==> config.mk <==
export PLATFORM = sky130hd
export DESIGN_NAME = i2c_regbank_target
export DESIGN_NICKNAME = d
export VERILOG_FILES = /design/src/rtl/i2c_tgt_pkg.sv /design/src/rtl/i2c_tgt_deglitch.sv /design/src/rtl/i2c_tgt_events.sv /design/src/rtl/i2c_tgt_fsm.sv /design/src/rtl/i2c_regbank_target.sv
export SDC_FILE = /design/constraint.sdc
export NUM_CORES = 1
export LEC_CHECK = 0
export BUFFER_PORTS_ARGS = -buffer_cell sky130_fd_sc_hd__buf_2
export CAP_MARGIN = 25
export CORE_MARGIN = 8
export CORE_UTILIZATION = 40
export DETAILED_ROUTE_END_ITERATION = 16
export PLACE_DENSITY_LB_ADDON = 0.08
export SLEW_MARGIN = 20
export SYNTH_ARGS = -nofsm -noshare
export SYNTH_HDL_FRONTEND = slang
export SYNTH_HIERARCHICAL = 1
export SYNTH_SLANG_ARGS = --single-unit
==> constraint.sdc <==
create_clock -name clk -period 2.65 [get_ports clk]
set_input_delay 0.3975 -clock clk [delete_from_list [all_inputs] [get_ports clk]]
set_output_delay 0.3975 -clock clk [all_outputs]
set_load 0.02 [all_outputs]
==> src/rtl/i2c_tgt_pkg.sv <==
package i2c_tgt_pkg;
  localparam int BYTE_W = 8;

  typedef enum logic [3:0] {
    ST_IDLE,
    ST_ADDR,
    ST_ADDR_ACK,
    ST_PTR,
    ST_PTR_ACK,
    ST_WR,
    ST_WR_ACK,
    ST_RD,
    ST_RD_ACK,
    ST_SKIP
  } tgt_state_t;
endpackage

==> src/rtl/i2c_tgt_deglitch.sv <==
module i2c_tgt_deglitch #(
  parameter int FILT_LEN = 4
) (
  input  logic clk,
  input  logic rst,
  input  logic din,
  output logic dout
);
  localparam int CW = $clog2(FILT_LEN + 1);

  logic          sync1, sync2;
  logic [CW-1:0] run;

  always_ff @(posedge clk) begin
    if (rst) begin
      sync1 <= 1'b1;
      sync2 <= 1'b1;
      dout  <= 1'b1;
      run   <= '0;
    end else begin
      sync1 <= din;
      sync2 <= sync1;
      if (sync2 == dout) begin
        run <= '0;
      end else if (run == CW'(FILT_LEN - 1)) begin
        dout <= sync2;
        run  <= '0;
      end else begin
        run <= run + 1'b1;
      end
    end
  end
endmodule

==> src/rtl/i2c_tgt_events.sv <==
module i2c_tgt_events (
  input  logic clk,
  input  logic rst,
  input  logic scl,
  input  logic sda,
  output logic scl_rise,
  output logic scl_fall,
  output logic start_det,
  output logic stop_det
);
  logic scl_q, sda_q;

  always_ff @(posedge clk) begin
    if (rst) begin
      scl_q <= 1'b1;
      sda_q <= 1'b1;
    end else begin
      scl_q <= scl;
      sda_q <= sda;
    end
  end

  assign scl_rise  = scl & ~scl_q;
  assign scl_fall  = ~scl & scl_q;
  assign start_det = scl & scl_q & sda_q & ~sda;
  assign stop_det  = scl & scl_q & ~sda_q & sda;
endmodule

==> src/rtl/i2c_tgt_fsm.sv <==
module i2c_tgt_fsm
  import i2c_tgt_pkg::*;
#(
  parameter logic [6:0] DEV_ADDR = 7'h48,
  parameter int         AW       = 8
) (
  input  logic              clk,
  input  logic              rst,
  input  logic              sda,
  input  logic              scl_rise,
  input  logic              scl_fall,
  input  logic              start_det,
  input  logic              stop_det,
  output logic              sda_oe,
  output logic              reg_we,
  output logic [AW-1:0]     reg_waddr,
  output logic [BYTE_W-1:0] reg_wdata,
  output logic              reg_re,
  output logic [AW-1:0]     reg_raddr,
  input  logic [BYTE_W-1:0] reg_rdata
);
  tgt_state_t        state;
  logic [3:0]        nbits;
  logic [BYTE_W-1:0] rx_sh;
  logic [BYTE_W-1:0] tx_sh;
  logic [AW-1:0]     ptr;
  logic              load_q;
  logic              host_ack;

  always_ff @(posedge clk) begin
    if (rst) begin
      state     <= ST_IDLE;
      nbits     <= '0;
      rx_sh     <= '0;
      tx_sh     <= '0;
      ptr       <= '0;
      load_q    <= 1'b0;
      host_ack  <= 1'b0;
      sda_oe    <= 1'b0;
      reg_we    <= 1'b0;
      reg_waddr <= '0;
      reg_wdata <= '0;
      reg_re    <= 1'b0;
      reg_raddr <= '0;
    end else begin
      reg_we <= 1'b0;
      reg_re <= 1'b0;
      load_q <= reg_re;
      if (load_q) tx_sh <= reg_rdata;

      if (start_det) begin
        state  <= ST_ADDR;
        nbits  <= '0;
        sda_oe <= 1'b0;
      end else if (stop_det) begin
        state  <= ST_IDLE;
        sda_oe <= 1'b0;
      end else begin
        case (state)
          ST_ADDR, ST_PTR, ST_WR: begin
            if (scl_rise) begin
              rx_sh <= {rx_sh[BYTE_W-2:0], sda};
              nbits <= nbits + 1'b1;
            end else if (scl_fall && nbits == 4'd8) begin
              nbits <= '0;
              if (state == ST_ADDR) begin
                if (rx_sh[7:1] == DEV_ADDR) begin
                  sda_oe <= 1'b1;
                  state  <= ST_ADDR_ACK;
                  if (rx_sh[0]) begin
                    reg_re    <= 1'b1;
                    reg_raddr <= ptr;
                  end
                end else begin
                  state <= ST_SKIP;
                end
              end else if (state == ST_PTR) begin
                ptr    <= rx_sh[AW-1:0];
                sda_oe <= 1'b1;
                state  <= ST_PTR_ACK;
              end else begin
                reg_we    <= 1'b1;
                reg_waddr <= ptr;
                reg_wdata <= rx_sh;
                ptr       <= ptr + 1'b1;
                sda_oe    <= 1'b1;
                state     <= ST_WR_ACK;
              end
            end
          end
          ST_ADDR_ACK: begin
            if (scl_fall) begin
              nbits <= '0;
              if (rx_sh[0]) begin
                sda_oe <= ~tx_sh[7];
                state  <= ST_RD;
              end else begin
                sda_oe <= 1'b0;
                state  <= ST_PTR;
              end
            end
          end
          ST_PTR_ACK, ST_WR_ACK: begin
            if (scl_fall) begin
              sda_oe <= 1'b0;
              nbits  <= '0;
              state  <= ST_WR;
            end
          end
          ST_RD: begin
            if (scl_fall) begin
              if (nbits == 4'd7) begin
                sda_oe    <= 1'b0;
                nbits     <= '0;
                ptr       <= ptr + 1'b1;
                reg_re    <= 1'b1;
                reg_raddr <= ptr + 1'b1;
                state     <= ST_RD_ACK;
              end else begin
                sda_oe <= ~tx_sh[6];
                tx_sh  <= {tx_sh[BYTE_W-2:0], 1'b0};
                nbits  <= nbits + 1'b1;
              end
            end
          end
          ST_RD_ACK: begin
            if (scl_rise) begin
              host_ack <= ~sda;
            end else if (scl_fall) begin
              if (host_ack) begin
                sda_oe <= ~tx_sh[7];
                nbits  <= '0;
                state  <= ST_RD;
              end else begin
                state <= ST_SKIP;
              end
            end
          end
          default: ;
        endcase
      end
    end
  end
endmodule

==> src/rtl/i2c_regbank_target.sv <==
module i2c_regbank_target
  import i2c_tgt_pkg::*;
#(
  parameter logic [6:0] DEV_ADDR = 7'h48,
  parameter int         AW       = 8,
  parameter int         FILT_LEN = 4
) (
  input  logic              clk,
  input  logic              rst,
  input  logic              scl_i,
  input  logic              sda_i,
  output logic              sda_oe,
  output logic              reg_we,
  output logic [AW-1:0]     reg_waddr,
  output logic [BYTE_W-1:0] reg_wdata,
  output logic              reg_re,
  output logic [AW-1:0]     reg_raddr,
  input  logic [BYTE_W-1:0] reg_rdata
);
  localparam int NLINES = 2;

  logic [NLINES-1:0] line_raw;
  logic [NLINES-1:0] line_flt;
  logic scl_f, sda_f;
  logic scl_rise, scl_fall, start_det, stop_det;

  assign line_raw = {sda_i, scl_i};

  for (genvar g = 0; g < NLINES; g++) begin : g_filt
    i2c_tgt_deglitch #(.FILT_LEN(FILT_LEN)) u_flt (
      .clk (clk),
      .rst (rst),
      .din (line_raw[g]),
      .dout(line_flt[g])
    );
  end

  assign scl_f = line_flt[0];
  assign sda_f = line_flt[1];

  i2c_tgt_events u_evt (
    .clk      (clk),
    .rst      (rst),
    .scl      (scl_f),
    .sda      (sda_f),
    .scl_rise (scl_rise),
    .scl_fall (scl_fall),
    .start_det(start_det),
    .stop_det (stop_det)
  );

  i2c_tgt_fsm #(.DEV_ADDR(DEV_ADDR), .AW(AW)) u_fsm (
    .clk      (clk),
    .rst      (rst),
    .sda      (sda_f),
    .scl_rise (scl_rise),
    .scl_fall (scl_fall),
    .start_det(start_det),
    .stop_det (stop_det),
    .sda_oe   (sda_oe),
    .reg_we   (reg_we),
    .reg_waddr(reg_waddr),
    .reg_wdata(reg_wdata),
    .reg_re   (reg_re),
    .reg_raddr(reg_raddr),
    .reg_rdata(reg_rdata)
  );
endmodule

==> summary.txt <==
Global route
  – Vias in the first global route: 2875
  – Initial antenna violation count: 0
  – First-pass GRT wire length: 14400 µm
  – Total track usage: 13.9%
  – GRT overflow: 0
  – Largest net degree at the start of global routing: 66

Synthesis
  – Syn Inst Count: around 430
  – Synth Cell Area: about 0.0037 mm²
  – Main flop type after synthesis: dfxtp_1
  – Post-synth EDFFs: 0
  – Syn Nets: 446
  – Async set-reset flop share out of synthesis: 0%
  – Synth Area per Inst: 8.68 µm²
  – Distinct cell type count of the synthesized netlist: 65
  – Syn. warnings: 6
  – Yosys reg bits: 75
  – Sequential element share of the synthesized area: 40.5%

Place
  – Dpl hpwl: 6110 µm
  – Post-place setup slack: 0.311 ns
  – GP Congestion: 0.842
  – Port Buf Inserts: 38

Drt
  – Drt first-iter violations: 185
  – Vias/cell: 5.40
  – Pre-antenna DRT Iters: 4
  – Final WL: between 8000 and 9000 µm
  – DR vias: between 3k and 4k
  – Final antenna-violating net count: 0
  – DRC: 0
  – Wirelength per Cell: 14.9 µm

Clock tree
  – CTS H-Tree Depth: 3
  – Total CTS buffers: 9
  – Post-CTS setup buffer count: 0
  – Clk slew on worst S/H paths: 0.08 ns
  – CTS tree: built
  – CTS max path bufs: 2
  – CTS Hold Bufs: 0
  – Clock Latency Late Sink: between 0.3 and 0.4 ns
  – Post-cts resize count: 0
  – CTS root buf: clkbuf_8
  – Sink Count: 75

Timing
  – Setup TNS: 0 ns
  – Setup-failing EPs final: 0
  – Slew headroom: 40.2%
  – Final Hold Viols: 0
  – WHS: between 0.2 and 0.25 ns
  – Final Max Slew Viols: 0
  – Final worst-path cycle share: approximately 90%
  – Slack of the critical path: 0.309 ns
  – Fmax: 0.427 GHz
  – Slew @ Worst Pin: 0.890 ns
  – Tmin final: between 2 and 2.5 ns
  – Clock Skew: 0.0139 ns
  – RSZ-0062 raised after global routing: no

Worst setup path
  – Max stage delay on crit path: around 0.8 ns
  – Slowest CP cell: o41ai_4
  – Required time worst endpoint: 2.86 ns
  – Cell chain of the critical path: and2b_1, nand2_4, o41ai_4, mux2i_1, nor2_1
  – Startpoint Class: register
  – CP endpoint kind: register
  – Critical path fanouts, max: 16
  – Crit path kind: reg2reg
  – WP data arrival: between 2 and 3 ns

Die
  – Core Footprint: 0.00911 mm²
  – Die height: 112 µm
  – Starting Density: 40.7%
  – Total die area: about 0.013 mm²
  – Ports: 39
  – Die W: roughly 110 µm
  – Rows: 35

Layout
  – Layout fillers: 916
  – Final core utilization: 46.2%
  – Fraction of layout cells with a size suffix above 1: 20.0%
  – ANT cells: 0
  – Synth-to-Final Area Change: 13.4%
  – Final Net Count: between 400 and 500

Min path
  – Tightest Hold Check Type: in2reg

Outcome
  – Status: finished clean

Power
  – Peak VDD IR: 0.249 mV
  – Leakage: 1.65 nW
  – Power Density: ~670 mW/mm²

Run
  – Max Cap Violations: 0
-- logic make-up (layout without fill, tap and decap cells) --
group,count (synthesis),count (layout),share of synthesized area [%]
DFF,75,75,40.5
adders and majority gates,7,7,2.36
muxes,27,27,7.32
AOI/OAI and AO/OA,89,89,16.1
buffers and inverters,35,74,4.42
xor gates and xnor gates,11,11,2.60
and+or+nand+nor,183,183,26.7
-- synthesized netlist by cell type, types with 3 or more instances --
| cell | n | share of area, % |
|---|---|---|
| or2_2 | 9 | 1.5 |
| a21oi_1 | 35 | 4.7 |
| a31oi_1 | 5 | 0.84 |
| nand2_1 | 49 | 5.0 |
| xnor2_1 | 6 | 1.4 |
| buf_2 | 8 | 1.1 |
| nand3_1 | 7 | 0.94 |
| nand2b_1 | 5 | 0.84 |
| nor4_1 | 7 | 1.2 |
| or2_1 | 4 | 0.67 |
| nor3b_1 | 3 | 0.61 |
| dfxtp_1 | 75 | 40 |
| nor3_1 | 15 | 2.0 |
| xor2_1 | 5 | 1.2 |
| mux2i_1 | 26 | 7.0 |
| ha_1 | 7 | 2.4 |
| inv_1 | 8 | 0.81 |
| or4_1 | 3 | 0.61 |
| nor2b_1 | 11 | 1.9 |
| and4b_1 | 3 | 0.81 |
| clkbuf_1 | 13 | 1.3 |
| o21ai_0 | 12 | 1.6 |
| nor2_1 | 43 | 4.4 |
| a211oi_1 | 13 | 2.6 |
-- routing by layer --
layer	part of all wire (%)	GRT usage, %	vias to the layer above
met4	1.5	6.03	0
met1	50	18.5	1447
met3	5.3	3.76	12
met5	0	0	-
met2	43	20.7	67
li1	-	-	1589
-- stage by stage --
step                      total power [mW]  instances  instance area (µm²)
after global placement                1.91        561                 3990
after floorplan                       1.78        427                 3710
final                                 2.81        577                 4200
after global routing                  2.98        577                 4200
after detailed placement              1.91        561                 3990
after CTS                             2.85        577                 4200
-- worst max-delay path: cells and delay by family (launching register included) --
kind / cells / cell delay (ns)
AOI/OAI and AO/OA: 1 / 0.80
DFF: 1 / 0.48
muxes: 1 / 0.26
and+or+nand+nor: 3 / 0.66
-- worst paths after layout --
check,from,to,slack (ns),cells after the start
worst min-delay path,sda_i,g_filt[1].u_flt/sync1$_SDFF_PP1_,0.23,2
worst max register to register,u_fsm/state[3]$_SDFFE_PP0P_,u_fsm/reg_raddr[2]$_SDFFE_PP0P_,0.31,5
worst min register to register,g_filt[1].u_flt/sync1$_SDFF_PP1_,g_filt[1].u_flt/sync2$_SDFF_PP1_,0.41,1
worst max-delay path,u_fsm/state[3]$_SDFFE_PP0P_,u_fsm/reg_raddr[2]$_SDFFE_PP0P_,0.31,5
-- area by class of cell --
class / instances / area [µm²] / share of cell area [%]
multi-input combinational: 317 / 2040 / 48.6
sequential: 75 / 1500 / 35.7
timing repair buffer: 50 / 280 / 6.67
tap: 111 / 139 / 3.30
clock buffer: 10 / 138 / 3.27
clock inverter: 6 / 73.8 / 1.76
inverter: 8 / 30.0 / 0.714
-- flip-flops by register name, indices dropped and copies added (netlist names) --
signal              flops
g_filt.u_flt/dout       2
g_filt.u_flt/run        6
g_filt.u_flt/sync1      2
g_filt.u_flt/sync2      2
u_evt/scl_q             1
u_evt/sda_q             1
u_fsm/host_ack          1
u_fsm/load_q            1
u_fsm/nbits             4
u_fsm/ptr               8
u_fsm/reg_raddr         8
u_fsm/reg_re            1
u_fsm/reg_waddr         8
u_fsm/reg_wdata         8
u_fsm/reg_we            1
u_fsm/rx_sh             8
u_fsm/sda_oe            1
u_fsm/state             4
u_fsm/tx_sh             8
-- layout by cell type, fill, tap and decap left out, types with 8 or more instances in the layout --
cell type / count
a21oi_1: 35
nor2b_1: 11
a211oi_1: 13
mux2i_1: 26
clkbuf_8: 10
inv_1: 8
dfxtp_1: 75
nand2_1: 49
or2_2: 9
buf_2: 38
o21ai_0: 12
nor2_1: 43
nor3_1: 15
buf_4: 12
-- where the power goes --
part / switching [mW] / internal [mW] / leakage, nW
combinational: 0.407 / 0.275 / 0.943
sequential: 0.0546 / 1.16 / 0.606
clock: 0.452 / 0.470 / 0.101
total: 0.913 / 1.90 / 1.65
(Power assumes the default switching activity.)
